[src/rtl/rtc_cal_pkg.sv]
package rtc_cal_pkg;

    typedef struct packed {
        logic [4:0] hr;
        logic [5:0] mn;
        logic [5:0] sc;
    } hms_t;

    typedef struct packed {
        logic       leap;
        logic [5:0] yr;
        logic [3:0] mo;
        logic [4:0] dy;
    } ymd_t;

    typedef enum logic {
        CH_IDLE = 1'b0,
        CH_PEND = 1'b1
    } chan_state_e;

    localparam logic [7:0] REG_STATUS = 8'h00;
    localparam logic [7:0] REG_DATE   = 8'h10;
    localparam logic [7:0] REG_TIME   = 8'h14;

    localparam int BUSY_DATE_POS = 7;
    localparam int BUSY_TIME_POS = 8;

    localparam hms_t HMS_RESET = '{hr: 5'd0, mn: 6'd0, sc: 6'd0};
    localparam ymd_t YMD_RESET = '{leap: 1'b0, yr: 6'd0, mo: 4'd1, dy: 5'd1};

    function automatic logic [31:0] hms_to_word(input hms_t t);
        return {11'd0, t.hr, 2'd0, t.mn, 2'd0, t.sc};
    endfunction

    function automatic logic [31:0] ymd_to_word(input ymd_t d);
        return {9'd0, d.leap, d.yr, 4'd0, d.mo, 3'd0, d.dy};
    endfunction

    function automatic hms_t word_to_hms(input logic [31:0] w);
        return '{hr: w[20:16], mn: w[13:8], sc: w[5:0]};
    endfunction

    function automatic ymd_t word_to_ymd(input logic [31:0] w);
        return '{leap: w[22], yr: w[21:16], mo: w[11:8], dy: w[4:0]};
    endfunction

    // Offset 2 from 1970 is 1972, the first leap year in range.
    function automatic logic year_is_leap(input logic [5:0] yr);
        return (yr[1:0] == 2'b10);
    endfunction

    function automatic logic [4:0] days_in_month(input logic [3:0] mo, input logic leap);
        logic [4:0] n;
        unique case (mo)
            4'd4, 4'd6, 4'd9, 4'd11: n = 5'd30;
            4'd2:                    n = leap ? 5'd29 : 5'd28;
            default:                 n = 5'd31;
        endcase
        return n;
    endfunction

endpackage

[src/rtl/rtc_commit_chan.sv]
module rtc_commit_chan
    import rtc_cal_pkg::*;
#(
    parameter int WIDTH        = 16,
    parameter int COMMIT_TICKS = 3
) (
    input  logic             clk,
    input  logic             rst_n,
    input  logic             tick,
    input  logic             wr_req,
    input  logic [WIDTH-1:0] wr_data,
    output logic             busy,
    output logic             commit,
    output logic [WIDTH-1:0] held
);

    localparam int CNT_W = (COMMIT_TICKS > 1) ? $clog2(COMMIT_TICKS) : 1;
    localparam logic [CNT_W-1:0] LAST_CNT = CNT_W'(COMMIT_TICKS - 1);

    chan_state_e      state_q, state_d;
    logic [CNT_W-1:0] cnt_q;
    logic             last_tick;

    assign last_tick = tick && (cnt_q == LAST_CNT);

    // next-state decision
    always_comb begin
        state_d = state_q;
        unique case (state_q)
            CH_IDLE: if (wr_req)    state_d = CH_PEND;   // accept
            CH_PEND: if (last_tick) state_d = CH_IDLE;   // commit
            default:                state_d = CH_IDLE;
        endcase
    end

    // state register
    always_ff @(posedge clk or negedge rst_n) begin
        if (!rst_n) state_q <= CH_IDLE;
        else        state_q <= state_d;
    end

    // captured value and tick counter
    always_ff @(posedge clk or negedge rst_n) begin
        if (!rst_n) begin
            held  <= '0;
            cnt_q <= '0;
        end else if (state_q == CH_IDLE) begin
            if (wr_req) begin
                held  <= wr_data;
                cnt_q <= '0;
            end
        end else if (tick && !last_tick) begin
            cnt_q <= cnt_q + 1'b1;
        end
    end

    // outputs
    always_comb begin
        busy   = (state_q == CH_PEND);
        commit = (state_q == CH_PEND) && last_tick;
    end

    AST_BUSY_AFTER_ACCEPT: assert property (@(posedge clk) disable iff (!rst_n)
        (wr_req && !busy) |=> busy);
    AST_BUSY_DROPS_ON_TICK: assert property (@(posedge clk) disable iff (!rst_n)
        $fell(busy) |-> $past(tick));
    AST_PENDING_VALUE_KEPT: assert property (@(posedge clk) disable iff (!rst_n)
        (busy && wr_req) |=> $stable(held));

endmodule

[src/rtl/rtc_calendar_core.sv]
module rtc_calendar_core
    import rtc_cal_pkg::*;
(
    input  logic clk,
    input  logic rst_n,
    input  logic tick,
    input  logic load_time,
    input  hms_t time_val,
    input  logic load_date,
    input  ymd_t date_val,
    output hms_t time_q,
    output ymd_t date_q
);

    hms_t       time_d;
    ymd_t       date_d;
    logic       sc_wrap, mn_wrap, hr_wrap, day_carry, dy_wrap, mo_wrap;
    logic [4:0] month_len;
    logic [5:0] yr_next;

    always_comb begin
        sc_wrap   = tick && (time_q.sc >= 6'd59);
        mn_wrap   = sc_wrap && (time_q.mn >= 6'd59);
        hr_wrap   = mn_wrap && (time_q.hr >= 5'd23);
        day_carry = hr_wrap && !load_time;
        month_len = days_in_month(date_q.mo, date_q.leap);
        dy_wrap   = day_carry && (date_q.dy >= month_len);
        mo_wrap   = dy_wrap && (date_q.mo >= 4'd12);
        yr_next   = date_q.yr + 6'd1;
    end

    // time of day
    always_comb begin
        time_d = time_q;
        if (tick) begin
            time_d.sc = sc_wrap ? 6'd0 : time_q.sc + 6'd1;
            if (sc_wrap) time_d.mn = mn_wrap ? 6'd0 : time_q.mn + 6'd1;
            if (mn_wrap) time_d.hr = hr_wrap ? 5'd0 : time_q.hr + 5'd1;
        end
        if (load_time) time_d = time_val;
    end

    // calendar date
    always_comb begin
        date_d = date_q;
        if (day_carry) begin
            date_d.dy = dy_wrap ? 5'd1 : date_q.dy + 5'd1;
            if (dy_wrap) date_d.mo = mo_wrap ? 4'd1 : date_q.mo + 4'd1;
            if (mo_wrap) begin
                date_d.yr   = yr_next;
                date_d.leap = year_is_leap(yr_next);
            end
        end
        if (load_date) date_d = date_val;
    end

    always_ff @(posedge clk or negedge rst_n) begin
        if (!rst_n) begin
            time_q <= HMS_RESET;
            date_q <= YMD_RESET;
        end else begin
            time_q <= time_d;
            date_q <= date_d;
        end
    end

    AST_HOLD_WITHOUT_TICK: assert property (@(posedge clk) disable iff (!rst_n)
        !tick |=> ($stable(time_q) && $stable(date_q)));
    AST_SECOND_STEP: assert property (@(posedge clk) disable iff (!rst_n)
        (tick && !load_time && time_q.sc < 6'd59)
        |=> (time_q.sc == $past(time_q.sc) + 6'd1));
    AST_NO_CARRY_ON_TIME_LOAD: assert property (@(posedge clk) disable iff (!rst_n)
        (tick && load_time && !load_date) |=> $stable(date_q));
    AST_LEAP_FEB_29: assert property (@(posedge clk) disable iff (!rst_n)
        (tick && !load_time && !load_date && time_q.hr == 5'd23 &&
         time_q.mn == 6'd59 && time_q.sc == 6'd59 && date_q.mo == 4'd2 &&
         date_q.dy == 5'd28 && date_q.leap) |=> (date_q.dy == 5'd29));

endmodule

[src/rtl/rtc_regbank.sv]
module rtc_regbank
    import rtc_cal_pkg::*;
#(
    parameter int ADDR_W = 8
) (
    input  logic              bus_wr,
    input  logic [ADDR_W-1:0] bus_addr,
    input  logic [31:0]       bus_wdata,
    input  logic              busy_date,
    input  logic              busy_time,
    input  hms_t              time_q,
    input  ymd_t              date_q,
    output logic              wr_date,
    output logic              wr_time,
    output hms_t              time_wval,
    output ymd_t              date_wval,
    output logic [31:0]       bus_rdata
);

    localparam logic [ADDR_W-1:0] A_STATUS = ADDR_W'(REG_STATUS);
    localparam logic [ADDR_W-1:0] A_DATE   = ADDR_W'(REG_DATE);
    localparam logic [ADDR_W-1:0] A_TIME   = ADDR_W'(REG_TIME);

    logic [31:0] status_word;
    logic        wdata_unused;

    assign wdata_unused = ^{bus_wdata[31:23], bus_wdata[15:14], bus_wdata[7:6]};

    always_comb begin
        wr_date   = bus_wr && (bus_addr == A_DATE);
        wr_time   = bus_wr && (bus_addr == A_TIME);
        time_wval = word_to_hms(bus_wdata);
        date_wval = word_to_ymd(bus_wdata);
    end

    always_comb begin
        status_word                = '0;
        status_word[BUSY_DATE_POS] = busy_date;
        status_word[BUSY_TIME_POS] = busy_time;
    end

    always_comb begin
        if (bus_addr == A_STATUS)    bus_rdata = status_word;
        else if (bus_addr == A_DATE) bus_rdata = ymd_to_word(date_q);
        else if (bus_addr == A_TIME) bus_rdata = hms_to_word(time_q);
        else                         bus_rdata = '0;
    end

endmodule

[src/rtl/rtc_cal.sv]
module rtc_cal
    import rtc_cal_pkg::*;
#(
    parameter int ADDR_W       = 8,
    parameter int COMMIT_TICKS = 3
) (
    input  logic              clk,
    input  logic              rst_n,
    input  logic              tick_1hz,
    input  logic              bus_wr,
    input  logic [ADDR_W-1:0] bus_addr,
    input  logic [31:0]       bus_wdata,
    output logic [31:0]       bus_rdata
);

    logic wr_date, wr_time;
    logic busy_date, busy_time;
    logic commit_date, commit_time;
    hms_t time_q, time_wval, time_held;
    ymd_t date_q, date_wval, date_held;

    rtc_regbank #(.ADDR_W(ADDR_W)) u_regs (
        .bus_wr    (bus_wr),
        .bus_addr  (bus_addr),
        .bus_wdata (bus_wdata),
        .busy_date (busy_date),
        .busy_time (busy_time),
        .time_q    (time_q),
        .date_q    (date_q),
        .wr_date   (wr_date),
        .wr_time   (wr_time),
        .time_wval (time_wval),
        .date_wval (date_wval),
        .bus_rdata (bus_rdata)
    );

    rtc_commit_chan #(.WIDTH($bits(ymd_t)), .COMMIT_TICKS(COMMIT_TICKS)) u_date_chan (
        .clk     (clk),
        .rst_n   (rst_n),
        .tick    (tick_1hz),
        .wr_req  (wr_date),
        .wr_data (date_wval),
        .busy    (busy_date),
        .commit  (commit_date),
        .held    (date_held)
    );

    rtc_commit_chan #(.WIDTH($bits(hms_t)), .COMMIT_TICKS(COMMIT_TICKS)) u_time_chan (
        .clk     (clk),
        .rst_n   (rst_n),
        .tick    (tick_1hz),
        .wr_req  (wr_time),
        .wr_data (time_wval),
        .busy    (busy_time),
        .commit  (commit_time),
        .held    (time_held)
    );

    rtc_calendar_core u_core (
        .clk       (clk),
        .rst_n     (rst_n),
        .tick      (tick_1hz),
        .load_time (commit_time),
        .time_val  (time_held),
        .load_date (commit_date),
        .date_val  (date_held),
        .time_q    (time_q),
        .date_q    (date_q)
    );

    AST_OLD_TIME_WHILE_PENDING: assert property (@(posedge clk) disable iff (!rst_n)
        (busy_time && !tick_1hz) |=> $stable(time_q));
    AST_DATE_WRITE_FLAGS_BUSY: assert property (@(posedge clk) disable iff (!rst_n)
        (wr_date && !busy_date) |=> busy_date);

endmodule

[config.mk]
export PLATFORM = sky130hd
export DESIGN_NAME = rtc_cal
export DESIGN_NICKNAME = d
export VERILOG_FILES = /design/src/rtl/rtc_cal_pkg.sv /design/src/rtl/rtc_commit_chan.sv /design/src/rtl/rtc_calendar_core.sv /design/src/rtl/rtc_regbank.sv /design/src/rtl/rtc_cal.sv
export SDC_FILE = /design/constraint.sdc
export NUM_CORES = 1
export LEC_CHECK = 0
export BUFFER_PORTS_ARGS = -buffer_cell sky130_fd_sc_hd__buf_2
export CORE_MARGIN = 2
export CORE_UTILIZATION = 40
export CTS_CLUSTER_SIZE = 30
export DETAILED_ROUTE_END_ITERATION = 16
export PLACE_DENSITY = 0.69
export REMOVE_ABC_BUFFERS = 1
export SYNTH_ARGS = -nofsm -noshare
export SYNTH_HDL_FRONTEND = slang
export SYNTH_SLANG_ARGS = --single-unit
[constraint.sdc]
create_clock -name clk -period 3.7 [get_ports clk]
set_input_delay 0.185 -clock clk [delete_from_list [all_inputs] [get_ports clk]]
set_output_delay 0.185 -clock clk [all_outputs]
set_load 0.01 [all_outputs]
Word level (Yosys, flattened, before mapping) --
Cells that the tools add are included.
Operators by class: add/subtract/negate cells 8, $lt $le $gt $ge 5, eq/ne operators 12, multiplexer cells 30, bitwise operators 2, reductions and logical operators 35
Operators by type and width (count):
- 2-to-1 mux 32 bit | 2
- 2-to-1 mux 17 bit | 2
- 2-to-1 mux 16 bit | 2
- 2-to-1 mux 21 bit | 1
- adder 6 x 1 -> 6 bit (second input constant) | 3
- 2-to-1 mux 6 bit | 3
- == test 8 x 5 -> 1 bit (second input constant) | 2
- AND reduction 2 bit | 8
- nonzero test 2 bit | 8
- 2-to-1 mux 5 bit | 3
- logical AND 1 bit | 14
- greater-or-equal comparator 6 bit (second input constant) | 2
- 2-to-1 mux 2 bit | 6
- adder 5 x 1 -> 5 bit (second input constant) | 2
- case mux 5 bit (2 select lines) | 1
- == test 4 x 3 -> 1 bit (second input constant) | 2
- == test 4 bit (second input constant) | 2
- zero test 8 bit | 1
- 2-to-1 mux 4 bit | 2
- 2-to-1 mux 7 bit | 1
- == test 2 bit (second input constant) | 3
- greater-or-equal comparator 5 bit | 1
- greater-or-equal comparator 5 bit (second input constant) | 1
- 2-to-1 mux 1 bit | 5
- 9 further kinds | 15
Word-level totals: register bits 72, input bits 44, output and inout bits 32, logic and storage cells 105

Longest topological paths before layout --
Gate-level depths: netlist (run 1).
word-level depth 11, depth in mapped cells 12, mapped depth without buffers 11

Cells and area by module --
Synthesis (run 1) repeated with hierarchy kept, for this count alone.
Unflattened totals: cells, all modules 455, area total of the unflattened synthesis 4631.9 um^2
Modules (own cells, without submodules):
- rtc_calendar_core | instances 1, cells an instance 258, area an instance 2277.2 um^2, seq. area each 828.3 um^2
- rtc_commit_chan (u_time_chan) | instances 1, cells an instance 53, area an instance 848.3 um^2, seq. area each 500.5 um^2
- rtc_commit_chan (u_date_chan) | instances 1, cells an instance 51, area an instance 812.0 um^2, seq. area each 475.5 um^2
- rtc_regbank | instances 1, cells an instance 93, area an instance 694.4 um^2, seq. area each 0.0 um^2

Worst setup path before layout (run 1) --
Ideal clock, no wire load.
path kind flip-flop to flip-flop, from register u_core.date_q[5] (netlist name), to register u_core.date_q[12] (netlist name), library setup time 0.082 ns, arrival 2.447 ns, data required time 3.618 ns, slack 1.171 ns, stages on the path, launching flop included 13, buffers on the path 1, period minus slack after synthesis 2.529 ns, cell sequence dfstp_2 inv_1 ha_1 o21ai_0 o21ai_0 o21ai_0 ha_1 nand2b_1 a21o_1 nand4_1 clkbuf_1 or4_1 a31oi_1
Between the ends: longest elaborated chain between the ends 8, elaborated cells between the ends (all ways) 13, classes of those cells order compare (2); eq/ne (5); mux (1); reduce/logical (5)
RTL lines:
- == test 4 x 3 -> 1 bit or == test 4 bit (tied branches) | line rtc_cal_pkg.sv:54 | unique case (mo)
- OR reduction 4 bit | line rtc_cal_pkg.sv:54
- case mux 5 bit (2 select lines) | line rtc_cal_pkg.sv:54
- greater-or-equal comparator 5 bit | line rtc_calendar_core.sv:27 | dy_wrap = day_carry && (date_q.dy >= month_len);
- logical AND 1 bit | line rtc_calendar_core.sv:27
- logical AND 1 bit (*) | line rtc_calendar_core.sv:28 | mo_wrap = dy_wrap && (date_q.mo >= 4'd12);
- nonzero test 2 bit (no line) (*)
- AND reduction 2 bit (no line) (*)
Mark *: on every way between the ends. The rest lies on a longest branch, timed or not. A chain may end at the register's enable or synchronous reset.

Worst setup path after layout (run 1) --
from register u_core.date_q[5] (netlist name), to register u_core.date_q[14] (netlist name)
Between the ends: longest elaborated chain between the ends 8, elaborated cells between the ends (all ways) 13, classes of those cells order compare (2); eq/ne (5); mux (1); reduce/logical (5)
RTL lines (line):
- == test 4 x 3 -> 1 bit or == test 4 bit (tied branches) | rtc_cal_pkg.sv:54
- OR reduction 4 bit | rtc_cal_pkg.sv:54
- case mux 5 bit (2 select lines) | rtc_cal_pkg.sv:54
- greater-or-equal comparator 5 bit | rtc_calendar_core.sv:27
- logical AND 1 bit | rtc_calendar_core.sv:27
- logical AND 1 bit (*) | rtc_calendar_core.sv:28
- nonzero test 2 bit (no line) (*)
- AND reduction 2 bit (no line) (*)
Marks and branches as above.

==> summary.txt, run 1 <==
Detailed routing
  • Vias per cell: approximately 5.5
  • Vias: 3171
  • 1st-iter DRT viols: between 150 and 200
  • Post-route DRC violation count: 0
  • Routed wire per std cell: about 16 microns
  • Drt total wl: approximately 9400 microns
  • DR pass1 iterations: 4
  • Post-DRT Antenna Nets: 0

Critical path
  • Crit Path Category: flop to flop
  • Critical path's largest stage delay: about 0.59 ns
  • CP Data Required Time: 3.96 ns
  • CP most frequent cell: o21ai_0
  • Worst-path cell chain: inv_1 > ha_1 > o21ai_0 > o21ai_0 > o21ai_0 > ha_1 > nand2b_1 > a21o_1 > nand4_1 > or4_1 > a31oi_1
  • CP delay by family, top: simple AND/OR/NAND/NOR gates
  • Crit start category: flop
  • Worst Path Buf+Inv: 1
  • Critical Path End Type: flop
  • Crit path DAT: 3.16 ns
  • CP max stage cell: dfstp_2
  • Largest fanout on the critical path: 11

Pwr
  • Leakage: about 0.0022 uW
  • Pwr dens: roughly 430 nW/um^2
  • Peak VDD IR: 0.244 mV
  • Total Power: between 1500 and 2000 uW

Global route
  • First-pass GRT wire length: 16000 microns
  • Vias in the first global route: about 3200
  • Pin count of the biggest net entering global routing: 39
  • Total gr overflow: 0
  • Number of antenna violations at the first check in global routing: 0
  • Gr usage total: 0.183

Clock tree
  • Clk_lat worst skew: about 0.34 ns
  • Clock slew at reported path FFs: ~0.070 ns
  • CTS buffer count: 9
  • CTS root buf: clkbuf_8
  • Clock Path Buffers: 2
  • Clock sink count: 72
  • CTS tree: built
  • CTS resizes: 0
  • H-Tree Depth: 3

Logic synthesis
  • Mapped Area: approximately 4000 sq um
  • Yosys Warn Count: 0
  • Avg Cell Area, Syn: around 10 sq um
  • EDFF count, synth: 0
  • Synth area leader: dfrtp_1
  • Mapped Cells: roughly 400
  • Asr flop ratio synth: 1.00
  • Synth cell count leaders: dfrtp_1, mux2_2, nor2_1, o21ai_0, nand2_1
  • Top-count cell post-synth: dfrtp_1
  • Synth cell types: 50
  • Post-synth top flop: dfrtp_1
  • Yosys top cell area share: 0.436
  • Synthesized flop and latch total: 72
  • Top cells by area, synth: dfrtp_1, mux2_2, ha_1, a22o_1, a31oi_1
  • Post-synthesis sequential area ratio: 0.449

Die
  • Die height: roughly 100 microns
  • I/O pins: 76
  • DIE WIDTH: roughly 100 microns
  • Rows: 36
  • Die area: 10900 sq um
  • Core area: just under 10000 sq um
  • Initial Utilization: 0.411

Timing
  • Unrepaired setup endpoints after global routing: no
  • Max transition margin: 0.317
  • Final Hold Vio Count: 0
  • Clock Skews: 0.00386 ns
  • Period utilization: 0.785
  • Crit path time final: 2.90 ns
  • Slew @ Worst Pin: between 1 and 1.5 ns
  • Slew Limit Fails: 0
  • Min Hold Slack: between 0.06 and 0.07 ns
  • Final TNS setup: 0 ns
  • Setup violators final: 0
  • Fmax: about 340 MHz

Min path
  • Worst Hold Class: input pin to flop

Placed design
  • Placed inst area: approximately 4300 sq um
  • Port buffer count: 50
  • HPWL Detailed: between 6000 and 7000 microns
  • Placer Congestion: 0.850

Layout
  • Final instance area: approximately 4500 sq um
  • Fillers: 971
  • Util after Layout: 0.457
  • # diodes: 0
  • Multi-input combinational cell area: between 1500 and 2000 sq um
  • Nets: ~500
  • Area grow syn2layout: 11.2%
  • Sequential standard cell area: 1800 sq um
  • Share of layout cells above drive strength 1: 0.249

Outcome
  • Outcome: completed

Job
  • MaxCap Viol Count: 0
-- layer usage --
metal,GRT usage,wire length [microns],vias to the layer above
met1,0.252,4540,1559
li1,-,-,1536
met5,0,0,-
met4,0.0454,108,0
met3,0.0388,326,14
met2,0.294,4430,62
-- worst reg2reg max path: cells and delay by family, from the launching register on --
| family | cells | cell delay (ns) |
|---|---|---|
| adder cells (fa/ha/maj) | 2 | 0.34 |
| AND/OR/NAND/NOR | 3 | 1.06 |
| AO/OA/AOI/OAI | 5 | 0.75 |
| buffers and inverters | 1 | 0.09 |
| flip-flops | 1 | 0.59 |
-- layout by cell type, fill, tap and decap left out, drive strengths merged, types with 4 or more instances in the layout --
cell type	instances
dfrtp	70
nand3	14
a31oi	22
mux2	33
buf	57
or3	4
o31ai	9
inv	10
nor3	5
nand3b	6
clkbuf	13
or4	6
o21ai	27
conb	12
nand2b	4
nand2	23
and3	10
a22o	17
and2	9
a21oi	10
nor2	32
ha	14
-- cell families after synthesis --
logic type                 Yosys count  share of synthesized area
and+or+nand+nor                    130                      0.175
AOI/OAI and AO/OA                  101                      0.169
DFF                                 72                      0.449
buffers and inverters               48                     0.0654
muxes                               35                     0.0975
adders and majority gates           14                     0.0436
other                                1                   0.000934
-- sequential cells by signal (all words and copies together), names as in the netlist --
name / flops
u_time_chan.busy: 1
u_date_chan.held: 16
u_date_chan.busy: 1
u_core.date_q: 16
u_time_chan.held: 17
u_core.time_q: 17
u_date_chan.cnt_q: 2
u_time_chan.cnt_q: 2
-- metrics by stage --
step                      setup slack [ns]  cells
final                                0.797    579
after global routing                 0.516    579
after CTS                            0.776    579
after detailed placement             0.784    564
after global placement               0.798    564
after floorplan                       1.13    374
-- where the power goes --
group | internal, uW | total [uW] | switching [uW]
combinational | 169 | 341 | 171
sequential | 917 | 1070 | 149
clock | 254 | 527 | 273
total | 1340 | 1930 | 593
-- area by class of cell --
cell class	count	area share
Clock inverter	1	0.00112
Sequential cell	72	0.404
Tap cell	133	0.0373
Inverter	10	0.00841
Timing Repair Buffer	58	0.0700
Multi-Input combinational cell	292	0.446
Clock buffer	13	0.0333
-- path summary, 6_finish.rpt --
path	from	to	slack (ns)	cells after the start
min reg2reg	u_date_chan.held[8]$_DFFE_PN0P_	u_core.date_q[8]$_DFFE_PN0P_	0.49	1
max reg2reg	u_core.date_q[5]$_DFFE_PN1P_	u_core.date_q[14]$_DFFE_PN0P_	0.80	11
min	bus_wdata[5]	u_time_chan.held[5]$_DFFE_PN0P_	0.07	2
min in group asynchronous	rst_n	u_date_chan.held[14]$_DFFE_PN0P_	0.45	2
max in group asynchronous	rst_n	u_core.date_q[0]$_DFFE_PN1P_	2.24	3
max	u_core.date_q[5]$_DFFE_PN1P_	u_core.date_q[14]$_DFFE_PN0P_	0.80	11
-- timing repair --
action,4_1_cts,5_1_grt
setup buffers,0,0
hold buffers,1,0
endpoints found under the hold margin,34,0
Note: power is estimated with default switching activity, not from simulation.
==> run 2: changes to the inputs <==
--- a/config.mk
+++ b/config.mk
@@ -10,7 +10,7 @@
 export CORE_UTILIZATION = 40
 export CTS_CLUSTER_SIZE = 30
 export DETAILED_ROUTE_END_ITERATION = 16
-export PLACE_DENSITY = 0.69
+export PLACE_DENSITY = 0.71
 export REMOVE_ABC_BUFFERS = 1
 export SYNTH_ARGS = -nofsm -noshare
 export SYNTH_HDL_FRONTEND = slang
==> constraint.sdc (replaced) <==
create_clock -name clk -period 2.6 [get_ports clk]
set_input_delay 0.13 -clock clk [delete_from_list [all_inputs] [get_ports clk]]
set_output_delay 0.13 -clock clk [all_outputs]
set_load 0.01 [all_outputs]
==> run 2 against run 1 <==
Routed wire length rose by 6.1%. Sequential cell count stayed put. Clock power is 92% higher. Setup slack lost 0.72 ns. Final cell count increased by 4.3%. Non-clock buffer count increased by 23. Maximum frequency grew 15%. Count of clock-buffer cells in the layout is the same. First-iteration DRC count shrank 21%. Core utilization up 3.6 points. Die area unchanged. Global-route usage is 0.73 points higher. Critical endpoint unchanged.
==> summary.txt, run 2 (synthesized netlist as in run 1, its figures left out) <==
Min path
  • Worst Hold Class: input pin to flop
  • Worst hold stages: 2 (unchanged)
  • Worst Hold Endpoint: u_date_chan.held[15]$_DFFE_PN0P_
  • Hold_sp: bus_wdata[22]

Die
  • Die height: 104 microns (unchanged)
  • Die area: 10900 sq um (unchanged)
  • Core area: 9770 sq um (unchanged)
  • Rows: 36 (unchanged)
  • I/O pins: 76 (unchanged)
  • DIE WIDTH: 104 microns (unchanged)
  • Initial Utilization: 0.411 (unchanged)

Detailed routing
  • Met1 WL: 4370 microns (-3.9%)
  • Post-route DRC violation count: 0 (unchanged)
  • Routed wire per std cell: 16.5 microns (+1.8%)
  • 1st-iter DRT viols: 137 (-21%)
  • Vias: 3385 (+6.7%)
  • Top Metal Used: met4
  • Met3 WL: 600 microns (+84%)
  • Vias per cell: 5.60 (+2.3%)
  • DR pass1 iterations: 5 (+1)
  • Post-DRT Antenna Nets: 0 (unchanged)
  • Met2 WL: 4810 microns (+8.6%)
  • Drt total wl: 9980 microns (+6.1%)

Timing
  • Period utilization: 0.972 (+0.187)
  • Crit path time final: 2.53 ns (-0.376 ns)
  • Setup violators final: 0 (unchanged)
  • Unrepaired setup endpoints after global routing: yes
  • Slew Limit Fails: 0 (unchanged)
  • Slew @ Worst Pin: 0.613 ns (-0.409 ns)
  • Setup WS post-layout: 0.0726 ns (-0.724 ns)
  • Final TNS setup: 0 ns (unchanged)
  • Fmax: 396 MHz (+15%)
  • Clock Skews: 0.00953 ns (+0.00567 ns)
  • Max transition margin: 0.590 (+0.273)
  • Final Hold Vio Count: 0 (unchanged)

Clock tree
  • CTS root buf: clkbuf_8
  • Clock Path Buffers: 2 (unchanged)
  • Clk_lat worst skew: 0.36 ns (+0.02 ns)
  • CTS tree: built
  • Clock sink count: 72 (unchanged)
  • H-Tree Depth: 3 (unchanged)
  • CTS buffer count: 9 (unchanged)
  • Clock slew at reported path FFs: 0.07 ns (about the same)

Placed design
  • Placed inst area: 4410 sq um (+2.6%)
  • HPWL Detailed: 6990 microns (+8.1%)
  • Port buffer count: 50 (unchanged)
  • Placer Congestion: 0.855 (+0.59%)
  • Place WS: -0.107 ns (-0.891 ns)

Pwr
  • Pwr dens: 640 nW/um^2 (+48%)
  • Leakage: 0.00235 uW (+7.9%)
  • Peak VDD IR: 0.316 mV (+29%)
  • Total Power: 3090 uW (+60%)

Layout
  • Area grow syn2layout: 20.0%
  • Sequential standard cell area: 1810 sq um (about the same)
  • # diodes: 0 (unchanged)
  • Most frequent cells in the layout: dfrtp_1, buf_2, mux2_2
  • Nets: 524 (+4.6%)
  • Util after Layout: 0.493 (+0.0361)
  • Fillers: 926 (-4.6%)
  • Top flop regs: u_core.time_q x17, u_time_chan.held x17
  • Commonest non-fill, non-tap cell in the layout: dfrtp_1
  • Final instance area: 4820 sq um (+7.9%)
  • Multi-input combinational cell area: 2070 sq um (+4.2%)
  • Share of layout cells above drive strength 1: 0.312 (+0.0632)

Critical path
  • Largest fanout on the critical path: 8 (-3)
  • CP Data Required Time: 2.88 ns (-1.08 ns)
  • Crit path DAT: 2.81 ns (-0.35 ns)
  • Crit Path Category: flop to flop
  • CP delay by family, top: simple AND/OR/NAND/NOR gates
  • RR Endpoint: u_core.date_q[14]$_DFFE_PN0P_
  • Critical path's largest stage delay: 0.55 ns (-0.04 ns)
  • CP max stage cell: dfstp_2
  • Worst-path cell chain: buf_6 > ha_4 > nor2_2 > o21ai_1 > o21ai_1 > ha_1 > nand2b_4 > a21o_1 > nand4_1 > buf_6 > or4_4 > a31oi_4
  • Worst R2R Setup Slack: 0.07 ns (-0.72 ns)
  • WP depth: 12 (+1)
  • Worst reg2reg path depth: 12 (+1)
  • Critical Path End Type: flop
  • FF-to-FF Start: u_core.date_q[5]$_DFFE_PN1P_
  • Crit start category: flop
  • Worst Path Buf+Inv: 2 (+1)

Global route
  • Pin count of the biggest net entering global routing: 38 (-2.6%)
  • Gr usage total: 0.190 (+0.00733)
  • First-pass GRT wire length: 16500 microns (+2.8%)
  • Number of antenna violations at the first check in global routing: 0 (unchanged)
  • Total gr overflow: 0 (unchanged)
  • Vias in the first global route: 3304 (+2.5%)

Job
  • MaxCap Viol Count: 0 (unchanged)

Outcome
  • Outcome: completed
run 2: cell types whose count changed in the layout (fill, tap and decap cells not counted), moves of 2 or more:
cell,delta
or4_4,+2
ha_4,+2
o21ai_0,-6
buf_6,+4
ha_1,-3
o21ai_1,+6
buf_4,+15
bufinv_16,+2
or4_1,-2
a31oi_1,-2
dlygate4sd3_1,+4
run 2: how the worst max path moves through the flow:
stage,start,end
detailed placement,u_core.date_q[5]$_DFFE_PN1P_,u_core.date_q[14]$_DFFE_PN0P_
global route,u_core.date_q[5]$_DFFE_PN1P_,u_core.date_q[13]$_DFFE_PN0P_
finish,u_core.date_q[5]$_DFFE_PN1P_,u_core.date_q[14]$_DFFE_PN0P_
CTS,u_core.date_q[5]$_DFFE_PN1P_,u_core.date_q[8]$_DFFE_PN0P_
floorplan,u_core.date_q[5]$_DFFE_PN1P_,u_core.date_q[12]$_DFFE_PN0P_
global placement,u_core.date_q[5]$_DFFE_PN1P_,u_core.date_q[8]$_DFFE_PN0P_
run 2: metal layers:
metal	global-route usage	vias to the layer above
li1	-	1573
met1	0.248	1664
met2	0.308	125
met3	0.0451	23
met4	0.0695	0
met5	0	-
run 2: per-stage QoR:
| step | hold WS [ns] | cells |
|---|---|---|
| global route | 0.0124 | 604 |
| finish | 0.0107 | 604 |
| global placement | 0.202 | 579 |
| CTS | 0.00479 | 602 |
| floorplan | -0.166 | 374 |
| detailed placement | 0.220 | 579 |
run 2: cell type report:
class,count,area share
multi-input cells,292,0.431
flip-flops and latches,72,0.375
repair buffers,81,0.106
well taps,133,0.0345
clock buffers,13,0.0330
clock inverters,3,0.0135
inverters,10,0.00779
run 2: repair_timing:
action,4_1_cts,5_1_grt
hold buffers,5,0
pin swaps,0,16
gates resized for setup,2,26
setup endpoints to repair,14,16
setup buffers,2,2
hold endpoints to repair,74,0
run 2: power breakdown:
group	total [uW]	switching (uW)	internal, uW	leakage, uW
registers	1530	223	1300	0.000962
logic	553	268	285	0.00127
clock network	1010	413	592	0.000114
==> run 3: changes to the inputs <==
--- a/config.mk
+++ b/config.mk
@@ -10,7 +10,7 @@
 export CORE_UTILIZATION = 40
 export CTS_CLUSTER_SIZE = 30
 export DETAILED_ROUTE_END_ITERATION = 16
-export PLACE_DENSITY = 0.71
+export PLACE_DENSITY_LB_ADDON = 0.05
 export REMOVE_ABC_BUFFERS = 1
 export SYNTH_ARGS = -nofsm -noshare
 export SYNTH_HDL_FRONTEND = slang
==> run 3 against run 2 <==
Count of clock-buffer cells in the layout fell by 2. Clock skew fell by 0.0038 ns. Combinational power barely moved. Routed wire length rose by 0.61%. Clock power rose by 11%. Via count fell by 3.5%. Core utilization fell by 0.31 points. Sequential cell count did not move. Cell area fell by 0.62%. Critical path type unchanged.
==> summary.txt, run 3 (synthesized netlist as in run 1, its figures left out) <==
Global route
  • Vias in the first global route: 3269 (-1.1%)
  • Most Crowded Layer GR: met2
  • Gr usage total: 0.193 (+0.00340)
  • Met1 Usage GRT: 0.260 (+0.0122)
  • Met3 Track Usage GR: 0.0345 (-0.0107)
  • Number of antenna violations at the first check in global routing: 0 (unchanged)
  • Total gr overflow: 0 (unchanged)
  • First-pass GRT wire length: 16700 microns (+1.5%)
  • Met2 Use GR: 0.317 (+0.00940)
  • Pin count of the biggest net entering global routing: 73 (+92%)

Die
  • DIE WIDTH: 104 microns (unchanged)
  • Die height: 104 microns (unchanged)
  • Die area: 10900 sq um (unchanged)
  • Core area: 9770 sq um (unchanged)
  • Initial Utilization: 0.411 (unchanged)
  • I/O pins: 76 (unchanged)
  • Rows: 36 (unchanged)

Timing
  • Setup violators final: 0 (unchanged)
  • Clock Skews: 0.00572 ns (-0.00381 ns)
  • Crit path time final: 2.49 ns (-0.0368 ns)
  • Max transition margin: 0.368 (-0.222)
  • Fmax: 402 MHz (+1.5%)
  • Setup WS post-layout: 0.109 ns (+0.0368 ns)
  • Period utilization: 0.958 (-0.0142)
  • Slew Limit Fails: 0 (unchanged)
  • Final Hold Vio Count: 0 (unchanged)
  • Slew @ Worst Pin: 0.948 ns (+0.335 ns)

Critical path
  • Largest fanout on the critical path: 7 (-1)
  • Worst R2R Setup Slack: 0.11 ns (+0.04 ns)
  • Crit start category: flop
  • CP Data Required Time: 2.87 ns (about the same)
  • Crit path DAT: 2.76 ns (-0.05 ns)
  • Crit Path Category: flop to flop
  • Critical Path End Type: flop

Clock tree
  • H-Tree Depth: 3 (unchanged)
  • CTS tree: built
  • CTS buffer count: 9 (unchanged)
  • Clk_lat worst skew: 0.35 ns (about the same)
  • Clock Path Buffers: 2 (unchanged)
  • CTS root buf: clkbuf_8
  • Clock slew at reported path FFs: 0.08 ns (about the same)
  • Clock sink count: 72 (unchanged)

Pwr
  • Clk pwr share: 0.352 (+0.026)
  • P_int: 2270 uW (+4.2%)
  • Total Power: 3180 uW (+2.9%)
  • P_sw: 902 uW (-0.25%)
  • Logic pwr share: 0.173 (-0.006)
  • Leakage: 0.00234 uW (-0.22%)
  • Pwr dens: 663 nW/um^2 (+3.6%)
  • Peak VDD IR: 0.403 mV (+28%)
  • Reg power frac: 0.474 (-0.021)
  • Switching share of total power: 0.284 (-0.00903)

Layout
  • Nets: 525 (+0.19%)
  • Most frequent cells in the layout: dfrtp_1, buf_2, mux2_2
  • Area grow syn2layout: 19.2%
  • Top flop regs: u_core.time_q x17, u_time_chan.held x17
  • Fillers: 942 (+1.7%)
  • # diodes: 0 (unchanged)
  • Commonest non-fill, non-tap cell in the layout: dfrtp_1
  • Share of layout cells above drive strength 1: 0.303 (-0.00914)
  • Util after Layout: 0.490 (-0.00307)

Outcome
  • Outcome: completed

Detailed routing
  • Vias: 3265 (-3.5%)
  • Post-route DRC violation count: 0 (unchanged)
  • 1st-iter DRT viols: 120 (-12%)
  • Drt total wl: 10000 microns (+0.61%)
  • Vias per cell: 5.40 (-3.7%)
  • Post-DRT Antenna Nets: 0 (unchanged)
  • Routed wire per std cell: 16.6 microns (+0.44%)
  • DR pass1 iterations: 4 (-1)

Placed design
  • Place WS: -0.0214 ns (+0.0855 ns)
  • Port buffer count: 50 (unchanged)
  • Placer Congestion: 0.812 (-5.0%)
  • HPWL Detailed: 6930 microns (-0.97%)

Min path
  • Worst Hold Class: input pin to flop

Job
  • MaxCap Viol Count: 0 (unchanged)
run 3: per-layer routing:
metal / share of wire / vias up / wire [microns]
met1: 0.48 / 1595 / 4800
met2: 0.48 / 72 / 4780
met5: 0 / - / 0
li1: - / 1586 / -
met3: 0.035 / 12 / 347
met4: 0.011 / 0 / 115
run 3: area by class of cell:
class,count,area [sq um],area share
inverters,10,37.5,0.00784
well taps,133,166,0.0348
repair buffers,82,509,0.106
flip-flops and latches,72,1800,0.377
clock inverters,5,103,0.0214
multi-input cells,292,2020,0.421
clock buffers,11,151,0.0316
run 3: timing repair:
action | 4_1_cts | 5_1_grt
hold buffers | 5 | 0
buffers inserted | 0 | 4
hold endpoints to repair | 74 | 0
resized for setup | 1 | 10
endpoints found under the setup margin | 3 | 12
pin swaps | 1 | 10
run 3: power by group through the flow:
stage / Sequential, uW / Combinational, uW / Clock [uW]
finish: 1510 / 551 / 1120
global route: 1540 / 642 / 1200
floorplan: 1470 / 364 / 0
global placement: 1520 / 500 / 0
CTS: 1500 / 527 / 1160
detailed placement: 1520 / 519 / 0
run 3: per-stage QoR:
stage | std cells | TNS, ns | hold slack [ns] | area [sq um]
2_1_floorplan | 374 | 0 | -0.166 | 3830
3_3_place_gp | 580 | 0 | 0.335 | 4420
6_report | 605 | 0 | 0.0245 | 4790
3_5_place_dp | 580 | -0.0397 | 0.346 | 4420
5_1_grt | 605 | -0.0230 | 0.00774 | 4790
4_1_cts | 601 | 0 | 0.00558 | 4730
run 3: path summary, 6_finish.rpt:
path,to,depth (start not counted),from
worst max-delay path,u_core.date_q[14]$_DFFE_PN0P_,12,u_core.date_q[5]$_DFFE_PN1P_
worst min-delay path,u_time_chan.held[16]$_DFFE_PN0P_,2,bus_wdata[20]
worst max register to register,u_core.date_q[14]$_DFFE_PN0P_,12,u_core.date_q[5]$_DFFE_PN1P_
worst min register to register,u_core.time_q[6]$_DFFE_PN0P_,2,u_time_chan.held[6]$_DFFE_PN0P_
max in group asynchronous,u_time_chan.held[7]$_DFFE_PN0P_,2,rst_n
min in group asynchronous,u_date_chan.held[13]$_DFFE_PN0P_,2,rst_n
run 3: worst max-delay path: stages, from the launching register on:
cell      delay (ns)
dfstp_2         0.57
inv_2           0.06
ha_2            0.19
o21ai_1         0.11
o21ai_1         0.08
o21ai_1         0.15
ha_1            0.15
nand2b_4        0.10
a21o_1          0.14
nand4_1         0.12
buf_6           0.16
or4_4           0.47
a31oi_2         0.13
